$ cat config.mk
export PLATFORM = sky130hd
export DESIGN_NAME = spq_csr_top
export DESIGN_NICKNAME = d
export VERILOG_FILES = /design/src/rtl/spq_pkg.sv /design/src/rtl/spq_fifo.sv /design/src/rtl/spq_dt_check.sv /design/src/rtl/spq_irq.sv /design/src/rtl/spq_csr_top.sv
export SDC_FILE = /design/constraint.sdc
export NUM_CORES = 1
export LEC_CHECK = 0
export BUFFER_PORTS_ARGS = -buffer_cell sky130_fd_sc_hd__buf_2
export CAP_MARGIN = 20
export CORE_MARGIN = 5
export CORE_UTILIZATION = 55
export DETAILED_ROUTE_END_ITERATION = 10
export GPL_TIMING_DRIVEN = 1
export PLACE_DENSITY = 0.73
export SYNTH_ARGS = -nofsm -noshare
export SYNTH_HDL_FRONTEND = slang
export SYNTH_SLANG_ARGS = --single-unit
export TNS_END_PERCENT = 100
$ cat constraint.sdc
create_clock -name clk -period 3.5 [get_ports clk]
set_input_delay 0.175 -clock clk [delete_from_list [all_inputs] [get_ports clk]]
set_output_delay 0.175 -clock clk [all_outputs]
set_load 0.05 [all_outputs]
$ cat src/rtl/spq_pkg.sv
package spq_pkg;
  localparam int REG_AW = 10;
  localparam int REG_DW = 32;
  localparam int PKT_W  = 26;

  localparam logic [1:0] REGION_CSR = 2'b00;

  localparam logic [7:0] OFF_LANES  = 8'h00;
  localparam logic [7:0] OFF_FILL   = 8'h04;
  localparam logic [7:0] OFF_FLAGS  = 8'h10;
  localparam logic [7:0] OFF_ENABLE = 8'h20;
  localparam logic [7:0] OFF_PUSH   = 8'h34;

  localparam int DT_LSB = 16;
  localparam int DT_W   = 6;
  localparam logic [DT_W-1:0] DT_LO = 6'h08;
  localparam logic [DT_W-1:0] DT_HI = 6'h0F;

  localparam int NFLAG    = 3;
  localparam int FLG_LBUF = 0;
  localparam int FLG_FULL = 1;
  localparam int FLG_DT   = 2;
endpackage

$ cat src/rtl/spq_fifo.sv
module spq_fifo #(
  parameter int WIDTH = 26,
  parameter int DEPTH = 16,
  localparam int AW = (DEPTH > 1) ? $clog2(DEPTH) : 1,
  localparam int CW = $clog2(DEPTH + 1)
) (
  input  logic             clk,
  input  logic             rst,
  input  logic             push_i,
  input  logic [WIDTH-1:0] data_i,
  input  logic             pop_i,
  output logic [WIDTH-1:0] head_o,
  output logic             valid_o,
  output logic             full_o,
  output logic [CW-1:0]    level_o
);
  logic [WIDTH-1:0] mem [DEPTH];
  logic [AW-1:0]    wp, rp;
  logic [CW-1:0]    count;
  logic             pop;

  assign pop     = pop_i && (count != '0);
  assign valid_o = (count != '0);
  assign full_o  = (count == CW'(DEPTH));
  assign level_o = count;
  assign head_o  = mem[rp];

  always_ff @(posedge clk) begin
    if (push_i) mem[wp] <= data_i;
  end

  always_ff @(posedge clk) begin
    if (rst) begin
      wp    <= '0;
      rp    <= '0;
      count <= '0;
    end else begin
      if (push_i) wp <= (wp == AW'(DEPTH - 1)) ? '0 : wp + 1'b1;
      if (pop)    rp <= (rp == AW'(DEPTH - 1)) ? '0 : rp + 1'b1;
      case ({push_i, pop})
        2'b10:   count <= count + 1'b1;
        2'b01:   count <= count - 1'b1;
        default: count <= count;
      endcase
    end
  end

  // the owner must never push into a full queue
  p_no_overflow_r5: assert property (@(posedge clk) disable iff (rst)
    push_i |-> (count < CW'(DEPTH)));
  // fill level stays within the queue depth
  p_fill_bound_r4: assert property (@(posedge clk) disable iff (rst)
    count <= CW'(DEPTH));
  // a pop with no push lowers the level by exactly one
  p_pop_step_r3: assert property (@(posedge clk) disable iff (rst)
    (pop && !push_i) |=> (count == $past(count) - 1'b1));
endmodule

$ cat src/rtl/spq_dt_check.sv
module spq_dt_check #(
  parameter int W = 6,
  parameter logic [W-1:0] LO = 6'h08,
  parameter logic [W-1:0] HI = 6'h0F
) (
  input  logic [W-1:0] dt_i,
  output logic         ok_o
);
  assign ok_o = (dt_i >= LO) && (dt_i <= HI);
endmodule

$ cat src/rtl/spq_irq.sv
module spq_irq #(
  parameter int NF = 3,
  parameter logic [NF-1:0] EN_MASK = 3'b110
) (
  input  logic          clk,
  input  logic          rst,
  input  logic [NF-1:0] set_i,
  input  logic [NF-1:0] clr_i,
  input  logic          en_we_i,
  input  logic [NF-1:0] en_d_i,
  output logic [NF-1:0] flags_o,
  output logic [NF-1:0] en_o,
  output logic          irq_o
);
  logic [NF-1:0] flags, en;

  always_ff @(posedge clk) begin
    if (rst) begin
      flags <= '0;
      en    <= '0;
      irq_o <= 1'b0;
    end else begin
      flags <= (flags & ~clr_i) | set_i;
      if (en_we_i) en <= en_d_i & EN_MASK;
      irq_o <= |(flags & en & EN_MASK);
    end
  end

  assign flags_o = flags;
  assign en_o    = en;

  // a hardware set is never lost to a clear in the same cycle
  p_set_wins_r11: assert property (@(posedge clk) disable iff (rst)
    (set_i != '0) |=> ((flags & $past(set_i)) == $past(set_i)));
  // a clear with no competing set empties the flag
  p_clear_r8: assert property (@(posedge clk) disable iff (rst)
    (clr_i[0] && !set_i[0]) |=> !flags[0]);
  // with the enabled-capable flags idle the line stays low
  p_lbuf_silent_r10: assert property (@(posedge clk) disable iff (rst)
    ((flags & EN_MASK) == '0) |=> !irq_o);
  // unmaskable positions never hold an enable
  p_en_mask_r9: assert property (@(posedge clk) disable iff (rst)
    (en & ~EN_MASK) == '0);
endmodule

$ cat src/rtl/spq_csr_top.sv
module spq_csr_top
  import spq_pkg::*;
#(
  parameter int LANES = 4,
  parameter int DEPTH = 16,
  localparam int CW = $clog2(DEPTH + 1)
) (
  input  logic              clk,
  input  logic              rst,
  input  logic [REG_AW-1:0] reg_addr,
  input  logic              reg_wr,
  input  logic [REG_DW-1:0] reg_wdata,
  input  logic              reg_rd,
  output logic [REG_DW-1:0] reg_rdata,
  input  logic              lbuf_ovf,
  input  logic              pkt_pop,
  output logic              pkt_valid,
  output logic [PKT_W-1:0]  pkt_data,
  output logic              irq
);
  logic            in_csr;
  logic [7:0]      off;
  logic            wr_push, wr_flags, wr_en;
  logic            dt_ok, q_full, do_push;
  logic [CW-1:0]   q_level;
  logic [NFLAG-1:0] set_v, clr_v, flags, en;
  logic [REG_DW-1:0] rd_mux;
  logic            unused_bits;

  assign in_csr   = (reg_addr[9:8] == REGION_CSR);
  assign off      = reg_addr[7:0];
  assign wr_push  = reg_wr && in_csr && (off == OFF_PUSH);
  assign wr_flags = reg_wr && in_csr && (off == OFF_FLAGS);
  assign wr_en    = reg_wr && in_csr && (off == OFF_ENABLE);

  spq_dt_check #(.W(DT_W), .LO(DT_LO), .HI(DT_HI)) u_dt (
    .dt_i (reg_wdata[DT_LSB +: DT_W]),
    .ok_o (dt_ok)
  );

  assign do_push = wr_push && dt_ok && !q_full;

  spq_fifo #(.WIDTH(PKT_W), .DEPTH(DEPTH)) u_fifo (
    .clk     (clk),
    .rst     (rst),
    .push_i  (do_push),
    .data_i  (reg_wdata[PKT_W-1:0]),
    .pop_i   (pkt_pop),
    .head_o  (pkt_data),
    .valid_o (pkt_valid),
    .full_o  (q_full),
    .level_o (q_level)
  );

  always_comb begin
    set_v = '0;
    set_v[FLG_LBUF] = lbuf_ovf;
    set_v[FLG_FULL] = wr_push && dt_ok && q_full;
    set_v[FLG_DT]   = wr_push && !dt_ok;
  end

  assign clr_v = wr_flags ? reg_wdata[NFLAG-1:0] : '0;

  spq_irq #(.NF(NFLAG), .EN_MASK(3'b110)) u_irq (
    .clk     (clk),
    .rst     (rst),
    .set_i   (set_v),
    .clr_i   (clr_v),
    .en_we_i (wr_en),
    .en_d_i  (reg_wdata[NFLAG-1:0]),
    .flags_o (flags),
    .en_o    (en),
    .irq_o   (irq)
  );

  always_comb begin
    rd_mux = '0;
    if (in_csr) begin
      case (off)
        OFF_LANES:  rd_mux = REG_DW'(3'(LANES - 1));
        OFF_FILL:   rd_mux = REG_DW'(q_level);
        OFF_FLAGS:  rd_mux = REG_DW'(flags);
        OFF_ENABLE: rd_mux = REG_DW'(en);
        default:    rd_mux = '0;
      endcase
    end
  end

  always_ff @(posedge clk) begin
    if (rst)         reg_rdata <= '0;
    else if (reg_rd) reg_rdata <= rd_mux;
  end

  assign unused_bits = ^{reg_wdata[REG_DW-1:PKT_W]};

  // an illegal type never changes the queue level without a pop
  p_drop_unsup_r6: assert property (@(posedge clk) disable iff (rst)
    (wr_push && !dt_ok && !pkt_pop) |=> (q_level == $past(q_level)));
  // accesses outside region 0 leave the queue untouched
  p_region_r12: assert property (@(posedge clk) disable iff (rst)
    (reg_addr[9:8] != REGION_CSR && !pkt_pop) |=> $stable(q_level));
  // read data only moves on a read cycle
  p_rdata_hold_r13: assert property (@(posedge clk) disable iff (rst)
    !reg_rd |=> $stable(reg_rdata));
endmodule

==> results.ini, run 1 <==
[routing]
drt_iter0_drc = 690
vias = 8189
firstDrtPassIters = 5
wl_per_cell_um = 25.38
drcViolationCount = 0
viasPerCell = 6.066
ant_nets = 0
finalWirelength_mm = 34.26

[clock_tree]
clock_latency_ns = 0.54
cts_buffer_depth = 3
cts_sinks = 444
clk_pin_slew_ns = 0.06
cts_hold_buf = 10
htree_levels = 2
cts_setup_buffers = 0
cts_resized = 0
cts_made_buffers = 44
cts_tree = done
cts-root-buf = clkbuf_16

[final_layout]
area_delta_synth_final_pct = 14.49
stdcell_area_um2 = 19960
final_common_cell = edfxtp_1
n_antenna_cell = 0
nNetsFinal = 971
final_cell_mix = 416 x edfxtp_1, 130 x mux4_2, 74 x buf_2, 46 x clkbuf_16, 27 x conb_1
drive_above_1_share = 0.3386

[worst_setup_path]
required_ns = 3.93
cp.arrival_ns = 3.46
r2r_cells = 11
worst_setup_path_end_kind = register
r2r-end = u_fifo.level_o[4]
cp_max_fo = 9
r2r_slack_ns = 0.47
crit_type = register to register
rr_startpoint = u_fifo.level_o[3]
startpoint_type = register

[timing]
timing.final.crit_period_ns = 3.035
post-route-period-util = 0.8670
worst_slew_pin_slew_ns = 0.9629
hold_violations = 0
max_freq_ghz = 0.3295
drv_slew = 0
slew-limit-headroom = 0.3581
setup_tns_ns = 0
final.setup_skew_ns = 0.01394
setup_viol = 0
rsz0062_at_grt = false

[yosys]
ys_seq_area_frac = 0.7485
ys_ff_latch = 444
synth_area_leaders = edfxtp_1 72%, mux4_2 17%, dfxtp_1 3.2%, buf_4 1.2%, ha_1 0.57%
async_flop_share = 0
synthCells = 800
ys_types = 48
synth_area_leader_cell = edfxtp_1
post_synth.cell_area_avg_um2 = 21.80
synth-edff-count = 416
yosysWarnings = 0
syn_area_um2 = 17440
synthFlopType = edfxtp_1
yosys.area.top_type_share = 0.7164

[grt]
grt_overflow = 0
grt_pass1_vias = 8656
grt_pass1_wl_mm = 52.44
grt_use_total = 0.1951
antenna_found_initial = 0
grt_max_degree = 43

[power_and_ir_drop]
power.leakage_nw = 6.291
ir_drop_v = 0.0003315
powerDensity_nw_per_um2 = 531.8

[die]
ioPinCount = 108
coreArea_um2 = 31390
rows = 65
die_w_um = 188.1
initial_core_util = 0.5555
die_area_um2 = 35370
die_h_um = 188.1

[worst_hold_path]
min_path_type = input port to register
holdPathStages = 1
holdPathEnd = u_fifo.mem[2][8]
min_from = reg_wdata[8]

[outcome]
status = completed

[place]
place_congestion = 0.7427
postPlaceCellArea_um2 = 18430
io_buffers = 74
place_hpwl_mm = 19.19

[flow_run]
maxCapViolCount = 0

-- Yosys cell counts, types with 5 or more instances --
cell type,n
edfxtp_1,416
mux4_2,130
dfxtp_1,28
buf_4,27
clkbuf_1,17
a21oi_1,15
and2_1,13
buf_2,13
nor2_1,13
o21ai_0,10
inv_1,9
ha_1,8
nand2_1,8
buf_6,7
nor2b_1,7
a31oi_1,6
nand3_1,6
and4_1,5
-- worst max-delay path: stages (launching register included) --
cell and delay, ns:
dfxtp_1 0.38, nor4_1 0.48, and2_1 0.36, nor2_1 0.16, inv_1 0.10, ha_1 0.32, xor2_1 0.18, ha_1 0.20
and3b_1 0.15, o21ai_0 0.07, a31oi_1 0.18, mux2_2 0.35
-- worst max path at each step --
stage	start	endpoint	cells after the start
5_1_grt	u_fifo.level_o[1]	u_fifo.level_o[4]	11
6_report	u_fifo.level_o[3]	u_fifo.level_o[4]	11
2_1_floorplan	u_fifo.level_o[1]	u_fifo.level_o[4]	14
4_1_cts	register	pkt_data[22]	4
3_5_place_dp	u_fifo.level_o[1]	u_fifo.level_o[4]	11
3_3_place_gp	reg_wdata[19]	u_fifo.level_o[4]	12
-- per-stage QoR --
stage	hold WS, ns	worst slack [ns]	utilization	instances	total power [mW]
global route	0.01220	0.2209	0.6360	1350	10.94
finish	0.01821	0.4654	0.6360	1350	10.62
detailed placement	0.3919	0.5085	0.5870	1261	6.082
floorplan	0.2739	0.6469	-	826	6.019
CTS	0.001611	0.3583	0.6360	1350	10.71
global placement	0.3978	0.5773	0.5870	1261	6.075
-- kinds of logic (layout without fill, tap and decap cells) --
logic type                 count (synthesis)  in the layout  synth area share
AOI/OAI and AO/OA                         51             51           0.01837
adders and majority gates                  8              8          0.005740
and+or+nand+nor                           80             80           0.02791
muxes                                    135            135            0.1709
other                                      1             27         0.0002150
DFF                                      444            444            0.7485
buffers and inverters                     77            199           0.02633
xor gates and xnor gates                   4              4          0.002009
-- area by class of cell --
class | count | area (um^2)
clock buffer | 58 | 1216
inverter | 9 | 33.78
tap | 402 | 503.0
multi-input combinational | 305 | 4044
timing repair buffer | 111 | 885.9
clock inverter | 21 | 219.0
fill | 2049 | 11430
sequential | 444 | 13060
-- metal layers --
layer  wire (um)  track usage  vias to the layer above
li1            -            -                     3527
met1       14300       0.2756                     4322
met2       17680       0.3279                      299
met3        1765      0.03109                       41
met4         516      0.04376                        0
met5           0            0                        -
-- report_power, final --
group | switching [mW] | total (mW) | internal (mW)
Clock | 1.89 | 4.64 | 2.74
Sequential | 0.000255 | 5.80 | 5.80
Combinational | 0.153 | 0.184 | 0.0307
-- state kept, by name (all words and copies together), names as in the netlist, named ones only --
name / flops
u_fifo.mem: 416
reg_rdata: 5
u_fifo.level_o: 5
u_fifo.rp: 4
u_fifo.wp: 4
u_irq.flags_o: 3
u_irq.en_o: 2
u_irq.irq_o: 1
Power figures use the tool's default switching activity.
==> inputs of run 2 (changes only) <==
==> constraint.sdc (replaced) <==
create_clock -name clk -period 3.5 [get_ports clk]
set_input_delay 0.35 -clock clk [delete_from_list [all_inputs] [get_ports clk]]
set_output_delay 0.35 -clock clk [all_outputs]
set_load 0.05 [all_outputs]
==> run 2 against run 1 <==
Against the previous run: wire length rose by 2.0%; clock-buffer cell count rose by 4; critical path depth fell by 7; utilization fell by 0.35 points.
==> results.ini, run 2 (synthesis results as in run 1) <==
[clock_tree]
cts_buffer_depth = 3  ; unchanged
cts-root-buf = clkbuf_16
cts_made_buffers = 45  ; +2.3%
htree_levels = 2  ; unchanged
cts_resized = 0  ; unchanged
cts_sinks = 444  ; unchanged
cts_tree = done
clock_latency_ns = 0.53  ; about the same
cts_setup_buffers = 0  ; unchanged
cts_hold_buf = 0  ; -10
clk_pin_slew_ns = 0.06  ; about the same

[worst_setup_path]
cp.arrival_ns = 2.81  ; -0.65 ns
required_ns = 3.15  ; -0.78 ns
cp_max_fo = 17  ; +8
startpoint_type = register
r2r-end = u_fifo.level_o[4]
r2r_slack_ns = 0.43  ; -0.04 ns
crit_type = register to primary output
r2r_cells = 11  ; unchanged
rr_startpoint = u_fifo.level_o[3]
worst_setup_path_end_kind = primary output

[routing]
ant_nets = 0  ; unchanged
finalWirelength_mm = 34.94  ; +2.0%
viasPerCell = 6.150  ; +1.4%
drcViolationCount = 0  ; unchanged
wl_per_cell_um = 25.88  ; +2.0%
vias = 8302  ; +1.4%
firstDrtPassIters = 5  ; unchanged
drt_iter0_drc = 805  ; +17%

[place]
io_buffers = 74  ; unchanged
postPlaceCellArea_um2 = 18460  ; +0.18%
dp_cells = 1267  ; +0.48%
place_congestion = 0.7813  ; +5.2%
place_hpwl_mm = 19.52  ; +1.7%

[outcome]
status = completed

[die]
rows = 65  ; unchanged
coreArea_um2 = 31390  ; unchanged
die_area_um2 = 35370  ; unchanged
die_h_um = 188.1  ; unchanged
ioPinCount = 108  ; unchanged
initial_core_util = 0.5555  ; unchanged
die_w_um = 188.1  ; unchanged

[grt]
antenna_found_initial = 0  ; unchanged
grt_pass1_vias = 8788  ; +1.5%
grt_use_total = 0.2004  ; +0.005252
grt_overflow = 0  ; unchanged
grt_pass1_wl_mm = 53.73  ; +2.5%
grt_max_degree = 53  ; +23%

[final_layout]
drive_above_1_share = 0.3418  ; +0.003165
largest_reg_flops = 416  ; unchanged
stdcell_area_um2 = 19850  ; -0.56%
final_common_cell = edfxtp_1
top_register = u_fifo.mem
final_cell_mix = 416 x edfxtp_1, 130 x mux4_2, 74 x buf_2, 47 x clkbuf_16, 27 x conb_1
postLayoutCoreUtil = 0.6324  ; -0.003548
nNetsFinal = 968  ; -0.31%
area_delta_synth_final_pct = 13.85
n_antenna_cell = 0  ; unchanged
final_cells = 1350  ; unchanged

[worst_hold_path]
min_path_type = input port to register
holdPathEnd = u_irq.flags_o[0]
holdPathStages = 2  ; +1
min_from = lbuf_ovf

[timing]
post-route-period-util = 0.9016  ; +0.03455
worst_slew_pin_slew_ns = 0.9424  ; -0.02047 ns
setup_viol = 0  ; unchanged
slew-limit-headroom = 0.3717  ; +0.01365
max_freq_ghz = 0.3169  ; -3.8%
rsz0062_at_grt = false
final.setup_skew_ns = 0.02077  ; +0.006833 ns
hold_violations = 0  ; unchanged
setup_tns_ns = 0  ; unchanged
timing.final.crit_period_ns = 3.155  ; +0.1209 ns
drv_slew = 0  ; unchanged

[power_and_ir_drop]
powerDensity_nw_per_um2 = 529.0  ; -0.52%
ir_drop_v = 0.0003408  ; +2.8%
power.leakage_nw = 6.259  ; -0.50%

[flow_run]
maxCapViolCount = 0  ; unchanged

-- run 2: cell types whose count changed in the layout (fill, tap and decap cells not counted), sizes merged --
cell / change
clkinvlp: -1
clkbuf: +4
dlygate4sd3: -10
clkinv: +2
bufinv: -2
buf: +6
inv: +1
-- run 2: how the worst max path moves through the flow --
stage,start,to
6_report,register,pkt_data[6]
3_3_place_gp,reg_wdata[21],u_fifo.level_o[4]
2_1_floorplan,u_fifo.level_o[1],u_fifo.level_o[4]
4_1_cts,register,pkt_data[6]
5_1_grt,register,pkt_data[6]
3_5_place_dp,reg_wdata[21],u_fifo.level_o[4]
-- run 2: final cells by class --
type | instances | area [um^2]
clock inverter | 21 | 158.9
clock buffer | 62 | 1232
sequential | 444 | 13060
inverter | 9 | 33.78
tap | 402 | 503.0
timing repair buffer | 107 | 818.3
multi-input combinational | 305 | 4044
fill | 2073 | 11540
-- run 2: metal layers --
| metal | part of all wire | wire (um) | vias up | global-route usage |
|---|---|---|---|---|
| met5 | 0 | 0 | - | 0 |
| met4 | 0.018 | 614 | 0 | 0.04433 |
| met3 | 0.062 | 2170 | 48 | 0.03295 |
| met2 | 0.51 | 17890 | 343 | 0.3360 |
| met1 | 0.41 | 14270 | 4371 | 0.2833 |
| li1 | - | - | 3540 | - |
-- run 2: through the flow --
step                power [mW]  setup slack, ns  hold slack [ns]
finish                   10.50           0.3445          0.04414
global route             10.83           0.1860          0.03030
CTS                      10.58           0.2764          0.02805
detailed placement       6.085           0.3444           0.4538
global placement         6.077           0.3980           0.4429
floorplan                6.019           0.6469           0.4489
-- run 2: power breakdown --
group	internal [mW]	switching [mW]	leakage, nW
Sequential	5.80	0.000207	3.97
Combinational	0.0250	0.153	1.61
Clock	2.62	1.91	0.682
-- run 2: worst max-delay path: stages (launching register included) --
cell and delay (ns):
dfxtp_4 0.61, buf_4 0.37, mux4_2 0.55, mux4_2 0.50
buf_2 0.23
==> inputs of run 3 (changes only) <==
--- a/config.mk
+++ b/config.mk
@@ -10,9 +10,10 @@
 export CORE_MARGIN = 5
 export CORE_UTILIZATION = 55
 export DETAILED_ROUTE_END_ITERATION = 10
-export GPL_TIMING_DRIVEN = 1
+export GPL_TIMING_DRIVEN = 0
 export PLACE_DENSITY = 0.73
 export SYNTH_ARGS = -nofsm -noshare
 export SYNTH_HDL_FRONTEND = slang
+export SYNTH_HIERARCHICAL = 1
 export SYNTH_SLANG_ARGS = --single-unit
 export TNS_END_PERCENT = 100
==> run 3 against run 2 <==
Against the previous run: critical path type unchanged; maximum frequency shrank 4.4%; worst hold slack gained 0.026 ns; area after synthesis shrank 0.21%; non-clock buffer count grew 34; critical endpoint is now pkt_data[21]; first-iteration DRC count shrank 2.9%; flip-flop and latch count is the same; largest power group unchanged; largest cell class unchanged; wire length grew 0.57%; clock skew shrank 0.0070 ns; total power grew 20%; clock-buffer cell count shrank 12; via count grew 3.8%; utilization shrank 0.080 points.
==> results.ini, run 3 <==
[final_layout]
top_register = u_fifo/mem
stdcell_area_um2 = 19830  ; -0.13%
nNetsFinal = 1062  ; +9.7%
area_delta_synth_final_pct = 13.94  ; about the same
largest_reg_flops = 416  ; unchanged
multi_input_area_um2 = 3966  ; -1.9%
n_antenna_cell = 0  ; unchanged
drive_above_1_share = 0.3038  ; -0.03801
final_common_cell = edfxtp_1
nFillCells = 2141  ; +3.3%
seq_area_um2 = 13050  ; about the same
final_cell_mix = 416 x edfxtp_1, 104 x mux4_2, 82 x buf_2, 53 x a22oi_1, 45 x clkbuf_16

[clock_tree]
clock_latency_ns = 0.53  ; about the same
cts_setup_buffers = 0  ; unchanged
cts_made_buffers = 43  ; -4.4%
cts_hold_buf = 0  ; unchanged
clk_pin_slew_ns = 0.06  ; about the same
cts_sinks = 444  ; unchanged
cts_buffer_depth = 3  ; unchanged
cts-root-buf = clkbuf_16
cts_tree = done
htree_levels = 2  ; unchanged

[die]
ioPinCount = 108  ; unchanged
die_w_um = 187.9  ; about the same
initial_core_util = 0.5543  ; -0.001156
die_h_um = 187.9  ; about the same
die_area_um2 = 35300  ; -0.20%
coreArea_um2 = 31390  ; unchanged
rows = 65  ; unchanged

[place]
place_hpwl_mm = 20.33  ; +4.2%
place_congestion = 0.7862  ; +0.63%
io_buffers = 71  ; -4.1%
postPlaceCellArea_um2 = 18380  ; -0.45%

[yosys]
synthXorXnorAreaFrac = 0.002517  ; +0.0005075
synth-edff-count = 416  ; unchanged
yosysMostFrequentCell = edfxtp_1
synth_area_leaders = edfxtp_1 72%, mux4_2 13%, dfxtp_1 3.2%, a22oi_1 2.3%, buf_4 1.4%
synth_common_cells = 416 x edfxtp_1, 104 x mux4_2, 53 x a22oi_1
yosys-mux-area-fraction = 0.1375  ; -0.03344
synth_simple_gate_area_frac = 0.03753  ; +0.009621
ys_ff_latch = 444  ; unchanged
async_flop_share = 0  ; unchanged
synthCells = 864  ; +8.0%
synthFlopType = edfxtp_1
ys_seq_area_frac = 0.7501  ; +0.001561
ys_types = 47  ; -2.1%
synth_area_leader_cell = edfxtp_1
yosys.area.top_type_share = 0.7179  ; +0.001494
synth_top_family_by_area = multiplexers
synth-compound-area-share = 0.03645  ; +0.01809
synthAdderAreaFrac = 0.006471  ; +0.0007310
post_synth.cell_area_avg_um2 = 20.14  ; -7.6%
syn_area_um2 = 17400  ; -0.21%
yosysWarnings = 6  ; +6

[worst_setup_path]
critPathTopFamily = buffers and inverters
crit_path_cell_trace = clkbuf_1 -> buf_4 -> buf_2 -> mux4_2 -> a22oi_1 -> nand2_1 -> buf_2
cp.arrival_ns = 2.95  ; +0.14 ns
worst-path-buf-inv = 4  ; +2
startpoint_type = register
crit_top_cell = buf_2
required_ns = 3.15  ; about the same
cpMaxStageDelayCell = buf_2
cp_max_fo = 19  ; +2
crit_type = register to primary output
worst_setup_path_end_kind = primary output
critical-path-max-stage-delay_ns = 0.42  ; -0.19 ns

[timing]
drv_slew = 0  ; unchanged
worst_slew_pin_slew_ns = 0.9134  ; -0.02900 ns
final.setup_skew_ns = 0.01375  ; -0.007019 ns
timing.final.crit_period_ns = 3.299  ; +0.1439 ns
slew-limit-headroom = 0.3911  ; +0.01933
setup_viol = 0  ; unchanged
max_freq_ghz = 0.3031  ; -4.4%
post-route-period-util = 0.9427  ; +0.04111
rsz0062_at_grt = false
hold_violations = 0  ; unchanged

[grt]
grt_use_total = 0.2004  ; about the same
grt_pass1_wl_mm = 53.67  ; -0.12%
grt_overflow = 0  ; unchanged
antenna_found_initial = 0  ; unchanged
grt_pass1_vias = 8894  ; +1.2%
grt_max_degree = 27  ; -49%

[power_and_ir_drop]
p_comb_frac = 0.159  ; +0.142
ir_drop_v = 0.0005195  ; +52%
p_total_mw = 12.55  ; +20%
swShare = 0.2398  ; +0.04344
power.leakage_nw = 6.495  ; +3.8%
clkPwrFrac = 0.375  ; -0.056
seqPwrFrac = 0.465  ; -0.087
p_sw_mw = 3.009  ; +46%
p_int_mw = 9.542  ; +13%
powerDensity_nw_per_um2 = 633.0  ; +20%

[routing]
wl_per_cell_um = 24.42  ; -5.7%
finalWirelength_mm = 35.14  ; +0.57%
ant_nets = 0  ; unchanged
vias = 8616  ; +3.8%
firstDrtPassIters = 5  ; unchanged
drt_iter0_drc = 782  ; -2.9%
viasPerCell = 5.987  ; -2.6%
drcViolationCount = 0  ; unchanged

[worst_hold_path]
min_path_type = input port to register

[flow_run]
maxCapViolCount = 0  ; unchanged

[outcome]
status = completed

## run 3: changes by cell type after synthesis, sizes merged, moves of 4 or more
cell | previous run | this run
and4 | 5 | 0
nor2b | 7 | 2
nand2 | 8 | 36
a31oi | 6 | 2
o31ai | 4 | 0
inv | 9 | 14
a22oi | 4 | 53
nor2 | 13 | 20
and2 | 13 | 20
nand2b | 3 | 7
nor3 | 2 | 6
mux4 | 130 | 104
## run 3: worst register-to-register path: stages (launching register included)
cell and delay, ns:
dfxtp_1 0.31, buf_2 0.16, or4_4 0.56, nor2_1 0.20
nor3_2 0.11, inv_1 0.16, ha_1 0.20, buf_2 0.21
xor2_1 0.09, ha_1 0.22, or4b_2 0.61, nand4_1 0.11
o211ai_1 0.10
## run 3: worst paths after layout
check	start	to	slack (ns)	cells past startpoint
setup reg to reg	u_fifo/level_o[1]	u_fifo/level_o[4]	0.31	12
hold / removal	lbuf_ovf	u_irq/flags_o[0]	0.07	3
setup / recovery	register	pkt_data[21]	0.20	7
hold reg to reg	reg_rdata[1]	reg_rdata[1]	0.45	2
## run 3: power by group through the flow
stage / combinational, mW / clock (mW) / sequential, mW
after global routing: 2.16 / 5.04 / 5.84
after CTS: 2.03 / 4.79 / 5.84
after detailed placement: 2.03 / 0 / 5.95
after global placement: 2.00 / 0 / 5.95
after floorplan: 1.59 / 0 / 5.95
final: 2.00 / 4.71 / 5.84
## run 3: layer usage
metal  track usage  part of all wire  wire length [um]  vias up
li1              -                 -                 -     3764
met1        0.2858              0.41             14420     4486
met2        0.3311              0.50             17740      321
met3       0.03779             0.070              2458       45
met4       0.04235             0.015               528        0
met5             0                 0                 0        -
## run 3: through the flow
step           worst slack (ns)  cells    util  hold slack (ns)  setup TNS [ns]
6_report                 0.2006   1439  0.6316          0.07016               0
5_1_grt                 0.06004   1439  0.6316          0.07551               0
4_1_cts                  0.1160   1440  0.6316          0.06194               0
3_5_place_dp            -0.1672   1363  0.5854           0.4493         -0.1672
3_3_place_gp            -0.4999   1363  0.5848           0.4422         -134.55
2_1_floorplan            0.3315    890       -           0.4191               0
## run 3: repair_timing
action                                  in CTS  in global routing
gates resized for setup                      0                  1
hold endpoints to repair                     0                  0
endpoints found under the setup margin       0                  2
## run 3: layout make-up
cell class,instances,share of cell area
Tap cell,402,0.02537
Clock buffer,50,0.05774
Buffer,70,0.02265
Inverter,14,0.002650
Clock inverter,27,0.01533
Multi-Input combinational cell,361,0.2000
Sequential cell,444,0.6583
Timing Repair Buffer,71,0.01792
## run 3: logic make-up (layout without fill, tap and decap cells)
kind of cell / after synthesis / count (layout)
muxes: 109 / 109
AOI/OAI and AO/OA: 90 / 90
buffers and inverters: 85 / 232
adders and majority gates: 9 / 9
other: 2 / 28
and+or+nand+nor: 120 / 120
xor gates and xnor gates: 5 / 5
DFF: 444 / 444
